==> src/rtl/frame_push_pkg.sv <==
package frame_push_pkg;

    typedef enum logic [1:0] {
        S_IDLE = 2'd0,
        S_PUSH = 2'd1,
        S_ADJ  = 2'd2
    } push_state_e;

endpackage

==> src/rtl/push_pick.sv <==
module push_pick #(
    parameter int W     = 12,
    localparam int IDXW = (W > 1) ? $clog2(W) : 1
) (
    input  logic [W-1:0]    vec,
    output logic [W-1:0]    onehot,
    output logic [IDXW-1:0] idx
);

    // onehot marks the highest set bit of vec
    genvar g;
    generate
        for (g = 0; g < W; g++) begin : g_sel
            if (g == W - 1) begin : g_top
                assign onehot[g] = vec[g];
            end else begin : g_low
                assign onehot[g] = vec[g] & ~(|vec[W-1:g+1]);
            end
        end
    endgenerate

    always_comb begin
        idx = '0;
        for (int i = 0; i < W; i++) begin
            if (onehot[i]) idx = IDXW'(i);
        end
    end

endmodule

==> src/rtl/push_sp.sv <==
module push_sp #(
    parameter int AW    = 32,
    parameter int IMM_W = 5,
    parameter int WORD  = 4
) (
    input  logic [AW-1:0]    sp,
    input  logic [IMM_W-1:0] imm,
    output logic [AW-1:0]    sp_word,
    output logic [AW-1:0]    sp_frame
);

    assign sp_word  = sp - AW'(WORD);
    assign sp_frame = sp - {{(AW-IMM_W){1'b0}}, imm};

endmodule

==> src/rtl/frame_push_seq.sv <==
module frame_push_seq
    import frame_push_pkg::*;
#(
    parameter int LIST_W   = 12,
    parameter int ADDR_W   = 32,
    parameter int DATA_W   = 32,
    parameter int IMM_W    = 5,
    parameter int RIDX_W   = 5,
    parameter int REG_BASE = 20,
    parameter int WORD     = 4
) (
    input  logic              clk,
    input  logic              rst_n,
    input  logic              start_i,
    input  logic [LIST_W-1:0] mask_i,
    input  logic [IMM_W-1:0]  imm_i,
    input  logic [ADDR_W-1:0] sp_i,
    output logic [ADDR_W-1:0] sp_o,
    output logic [RIDX_W-1:0] rd_addr_o,
    input  logic [DATA_W-1:0] rd_data_i,
    output logic              st_valid_o,
    output logic [ADDR_W-1:0] st_addr_o,
    output logic [DATA_W-1:0] st_data_o,
    output logic              busy_o,
    output logic              done_o
);

    localparam int SEL_W = (LIST_W > 1) ? $clog2(LIST_W) : 1;

    push_state_e       state_q, state_d;
    logic [LIST_W-1:0] mask_q;
    logic [IMM_W-1:0]  imm_q;
    logic [ADDR_W-1:0] sp_q;

    logic [LIST_W-1:0] pick_onehot;
    logic [SEL_W-1:0]  pick_idx;
    logic [LIST_W-1:0] mask_rest;
    logic [ADDR_W-1:0] sp_word, sp_frame;

    push_pick #(.W(LIST_W)) u_pick (
        .vec    (mask_q),
        .onehot (pick_onehot),
        .idx    (pick_idx)
    );

    push_sp #(.AW(ADDR_W), .IMM_W(IMM_W), .WORD(WORD)) u_sp (
        .sp       (sp_q),
        .imm      (imm_q),
        .sp_word  (sp_word),
        .sp_frame (sp_frame)
    );

    assign mask_rest = mask_q & ~pick_onehot;

    // next-state logic
    always_comb begin
        state_d = state_q;
        unique case (state_q)
            S_IDLE: if (start_i) state_d = (mask_i != '0) ? S_PUSH : S_ADJ;
            S_PUSH: if (mask_rest == '0) state_d = S_ADJ;
            S_ADJ:  state_d = S_IDLE;
            default: state_d = S_IDLE;
        endcase
    end

    // state register
    always_ff @(posedge clk or negedge rst_n) begin
        if (!rst_n) state_q <= S_IDLE;
        else        state_q <= state_d;
    end

    // operand and stack-pointer registers
    always_ff @(posedge clk or negedge rst_n) begin
        if (!rst_n) begin
            mask_q <= '0;
            imm_q  <= '0;
            sp_q   <= '0;
        end else begin
            unique case (state_q)
                S_IDLE: if (start_i) begin
                    mask_q <= mask_i;
                    imm_q  <= imm_i;
                    sp_q   <= sp_i;
                end
                S_PUSH: begin
                    mask_q <= mask_rest;
                    sp_q   <= sp_word;
                end
                S_ADJ:  sp_q <= sp_frame;
                default: ;
            endcase
        end
    end

    // outputs
    always_comb begin
        st_valid_o = 1'b0;
        done_o     = 1'b0;
        busy_o     = 1'b1;
        sp_o       = sp_q;
        unique case (state_q)
            S_IDLE: busy_o = 1'b0;
            S_PUSH: st_valid_o = 1'b1;
            S_ADJ: begin
                done_o = 1'b1;
                sp_o   = sp_frame;
            end
            default: busy_o = 1'b0;
        endcase
        rd_addr_o = RIDX_W'(REG_BASE) + RIDX_W'(pick_idx);
        st_addr_o = sp_word;
        st_data_o = rd_data_i;
    end

    AST_SP_STEP: assert property (@(posedge clk) disable iff (!rst_n)
        st_valid_o |=> (sp_q == $past(st_addr_o)));
    AST_DESCENDING_ORDER: assert property (@(posedge clk) disable iff (!rst_n)
        (st_valid_o && $past(st_valid_o)) |-> (rd_addr_o < $past(rd_addr_o)));
    AST_SINGLE_PICK: assert property (@(posedge clk) disable iff (!rst_n)
        st_valid_o |-> ($countones(pick_onehot) == 1));
    AST_DONE_PULSE: assert property (@(posedge clk) disable iff (!rst_n)
        done_o |=> !done_o);
    AST_EMPTY_DIRECT: assert property (@(posedge clk) disable iff (!rst_n)
        (!busy_o && start_i && mask_i == '0) |=> done_o);
    AST_NO_RESTART: assert property (@(posedge clk) disable iff (!rst_n)
        done_o |=> !busy_o);

endmodule

==> config.mk <==
export PLATFORM = sky130hd
export DESIGN_NAME = frame_push_seq
export DESIGN_NICKNAME = d
export VERILOG_FILES = /design/src/rtl/frame_push_pkg.sv /design/src/rtl/push_pick.sv /design/src/rtl/push_sp.sv /design/src/rtl/frame_push_seq.sv
export SDC_FILE = /design/constraint.sdc
export NUM_CORES = 1
export LEC_CHECK = 0
export BUFFER_PORTS_ARGS = -buffer_cell sky130_fd_sc_hd__buf_2
export CORE_UTILIZATION = 46
export DETAILED_ROUTE_END_ITERATION = 10
export GPL_TIMING_DRIVEN = 1
export PLACE_DENSITY = 0.78
export SYNTH_ARGS = -nofsm -noshare
export SYNTH_HDL_FRONTEND = slang
export SYNTH_SLANG_ARGS = --single-unit
==> constraint.sdc <==
create_clock -name clk -period 2.9 [get_ports clk]
set_input_delay 0.87 -clock clk [delete_from_list [all_inputs] [get_ports clk]]
set_output_delay 0.87 -clock clk [all_outputs]
set_load 0.05 [all_outputs]
# After elaboration in Yosys (flattened, before gate mapping)
# Index checks and enable logic that the tools add are counted.
# Widths: inputs -> output; s select.
# word_totals
register_bits,51
input_bits,84
out_inout_bits,104
wordCells,78
# classes
addsub,3
n_eq_ne,4
mux,23
bitwise_logic,24
reduce_logical,20
# op_table
cell,count
$pmux 32 s3,1
$mux 32,2
$mux 4,10
$sub 32x3->32 const B,1
$sub 32x5->32,1
$pmux 12 s2,1
$and 12x12->12,1
$logic_not 12->1,1
$mux 12,1
$not 12->12,1
$reduce_bool 12->1,1
$and 1x1->1,11
$not 1->1,11
$reduce_or 11->1,1
$reduce_or 10->1,1
$reduce_or 9->1,1
$reduce_and 2->1,4
$reduce_or 8->1,1
$reduce_or 7->1,1
$mux 2,3
$reduce_or 6->1,1
$add 5x4->5 const A,1
$reduce_or 5->1,1
$mux 1,4
other kinds (10),12

# Depth between registers and ports, before layout
# logic_depth
depth_word,15
mapped_depth,11
ltp_nobuf,10

# By module
# A second synthesis with hierarchy kept.
# unflattened
cells_unflattened,619
area_unflattened_um2,4937.2
# by_module_without_submodules
module,instances,cells_each,area_per_inst_um2,seq_area_each_um2
frame_push_seq,1,399,3452.1,1276.2
push_sp,1,191,1291.2,0.0
push_pick,1,29,193.9,0.0

# Least setup slack after synthesis
# OpenSTA, ideal clock, no wires.
# synth_path
path_kind,reg-to-output
startpoint,register sp_q[2]
endpoint,output port st_addr_o[28]
t_arrival_ns,3.087
required_time_ns,2.030
setup_slack_ns,-1.057
path_stages_with_launch,8
path_buffers,1
cell_sequence,dfrtp_1 inv_1 ha_1 or3b_4 or4b_4 buf_6 nor3_1 xor2_1
# synth_via
elab_chain_len,1
# synth_rtl
element,line,text
"start, declared",frame_push_seq.sv:33,logic [ADDR_W-1:0] sp_q;
"start signal, assigned",frame_push_seq.sv:83,sp_q <= sp_i;
"start signal, assigned",frame_push_seq.sv:87,sp_q <= sp_word;
"start signal, assigned",frame_push_seq.sv:89,S_ADJ: sp_q <= sp_frame;
$sub 32x3->32,push_sp.sv:12,assign sp_word = sp - AW'(WORD);
"end, declared",frame_push_seq.sv:22,"output logic [ADDR_W-1:0] st_addr_o,"
# Every way passes these cells.

# Worst setup path in the final report
# layout_path
startpoint,register sp_q[0]
endpoint,output port sp_o[16]
# layout_via
elab_chain_len,2
# layout_rtl
element,line,text
$sub 32x5->32,push_sp.sv:13,"assign sp_frame = sp - {{(AW-IMM_W){1'b0}}, imm};"
$mux 32,frame_push_seq.sv:101,unique case (state_q)
"end, declared",frame_push_seq.sv:18,"output logic [ADDR_W-1:0] sp_o,"
# Every way passes these cells.

==> flow_summary.ini <==
[global_route]
grt_pass1_vias = 6934
grt_use_met1_pct = 47.5
grt_max_degree = 26
antenna_found_initial = 0
grt.total_usage_pct = 40.4
grtUsageMet3_pct = 7.36
grt.busiest_layer = met2
grt_overflow = 0
grt_pass1_wl_um = 35900
grtUsageMet2_pct = 68.1

[floorplan]
dieHeight_um = 107
pin_count = 188
initial_utilization_pct = 48.1
num_rows = 37
core_area_sq_um = 10500
die_width_um = 107
dieArea_sq_um = 11400

[outcome]
violations = setup timing
status = finished with violations

[route]
via_per_inst = 7.00
wire_per_inst_um = 26.5
ant_nets = 0
dr.pass1.iters = 6
vias = 7414
route.detailed.drc = 0
wirelength_um = 28100
first_iter_violations = 882

[timing]
finalHoldViolCount = 0
whs_ns = 0.475
max_freq_ghz = 0.271
setup_viol = 61
fin_crit_sh_pct = 127
finalCriticalPeriod_ns = 3.69
finalMaxSlewViolations = 0
clock_skew_ns = 0.0118
max_slew.worst_pin.slew_ns = 0.687
rsz0062_at_grt = true
slew_headroom_pct = 54.2
layout_setup_ws_ns = -0.794

[yosys]
async_reset_ff_share_pct = 100
yosysUniqueCellTypes = 63
synth_area_per_cell_sq_um = 7.52
yosysMostFrequentCell = nor2_1
yosys.area.top_type_share_pct = 25.2
syn_nets = 769
yosys-top-cells-area = dfrtp_1, xor2_1, o21ai_0
synthesis.area_sq_um = 5060
synth_edf_count = 0
synth_seq_cells = 51
synth_ff_type = dfrtp_1
ys_seq_area_share_pct = 25.2
yosys-top-cells-count = nor2_1, o21ai_0, dfrtp_1
yosys.area.top_type = dfrtp_1
synthesis.instances = 673
ys_warn_count = 0

[clock_tree]
clkTransAtPathRegs_ns = 0.11
cts_hold_repair.buffers = 0
cts_buffer_depth = 2
htreeDepth = 2
cts_root_buf = clkbuf_8
cts_sinks = 51
clk_latency_ns = 0.32
cts_buffers = 5
tritoncts = done

[min_path]
hold_class = in -> async

[place]
dp_hpwl_um = 14400
pre_cts_ws_ns = -0.439
io_buffers = 123
finalWeightedCongestion = 0.962

[worst_setup_path]
required_ns = 2.03
start_kind = flop
end_kind = output port
cp_data_arrival_time_ns = 2.82
worstSetupPathType = reg -> out
critPathMaxFanout = 8

[flow_run]
maxCapViolations = 0

[cells_and_area]
fin_nets = 1017
synthToLayoutAreaGrowth_pct = 81.3
drive_gt1_share_pct = 54.9
[per-layer routing]
layer  up-vias  wire length, um
li1       2873                -
met5         -                0
met4         0             2800
met3       310             3590
met2       847            12600
met1      3384             9100
[timing repair]
item                                    4_1_cts  5_1_grt
pin swaps                                    51       50
gates resized for setup                     207       56
endpoints found under the setup margin       56       58
setup buffers                                30       40
[final timing paths]
path	slack [ns]	to	cells past startpoint	start
worst max-delay path	-0.79	sp_o[16]	12	sp_q[0]$_DFFE_PN0P_
worst min register to register	0.59	mask_q[0]$_DFFE_PN0P_	2	mask_q[0]$_DFFE_PN0P_
worst min-delay path	0.48	imm_q[0]$_DFFE_PN0P_	1	rst_n
min in group clk	0.59	mask_q[0]$_DFFE_PN0P_	2	mask_q[0]$_DFFE_PN0P_
worst max register to register	-0.25	sp_q[16]$_DFFE_PN0P_	13	sp_q[0]$_DFFE_PN0P_
max in group asynchronous	1.70	sp_q[15]$_DFFE_PN0P_	2	rst_n
[cell families after synthesis]
group / after synthesis / synth area share (%)
and+or+nand+nor: 237 / 24.0
buffers and inverters: 120 / 12.1
muxes: 8 / 1.68
AOI/OAI and AO/OA: 181 / 22.6
DFF: 51 / 25.2
adders and majority gates: 12 / 3.12
xor gates and xnor gates: 64 / 11.2
[sequential cells by signal, summed over array words and instances (netlist names)]
| name | cells |
|---|---|
| sp_q | 32 |
| mask_q | 12 |
| imm_q | 5 |
| state_q | 2 |
[cells in the final DEF, fill, tap and decap left out, types with 8 or more instances in the layout]
cell type  instances
buf_4            166
buf_6             89
buf_2             67
o21ai_0           50
dfrtp_1           47
a21oi_1           44
nor2_1            40
nand2_1           33
nor3_1            27
inv_1             21
xor2_4            20
xnor2_4           19
nor2_4            17
a221oi_1          15
nor3_4            13
nand4_1           12
o22ai_1           11
nor4_1             8
or3_1              8
xor2_1             8
xnor2_1            8
[critical path: stages, from the launching register on]
cell	delay, ns
dfrtp_1	0.42
inv_2	0.09
ha_4	0.14
inv_2	0.05
fa_2	0.37
a211oi_4	0.31
nor2_4	0.10
nor2_4	0.20
nand2_8	0.12
nor3_2	0.20
buf_4	0.17
xor2_4	0.16
buf_6	0.18
[area by class of cell]
cell class,instances,area [sq um]
Clock inverter,3,67.6
Fill cell,446,1340
Inverter,29,113
Sequential cell,51,1280
Timing Repair Buffer,332,2750
Clock buffer,5,68.8
Tap cell,136,170
Multi-Input combinational cell,502,4720
Antenna cell,1,2.50
[metrics by stage]
stage / TNS, ns / instances / utilization (%) / area [sq um]
2_1_floorplan: -13.08 / 673 / - / 6220
3_3_place_gp: -10.37 / 989 / 71.9 / 7560
3_5_place_dp: -12.91 / 989 / 71.9 / 7560
4_1_cts: -21.45 / 1025 / 82.6 / 8680
5_1_grt: -31.34 / 1058 / 87.3 / 9170
6_report: -28.76 / 1059 / 87.3 / 9170
Power is not shown: default switching activity piles up to over one toggle a cycle in this logic, so the estimate is an artifact.
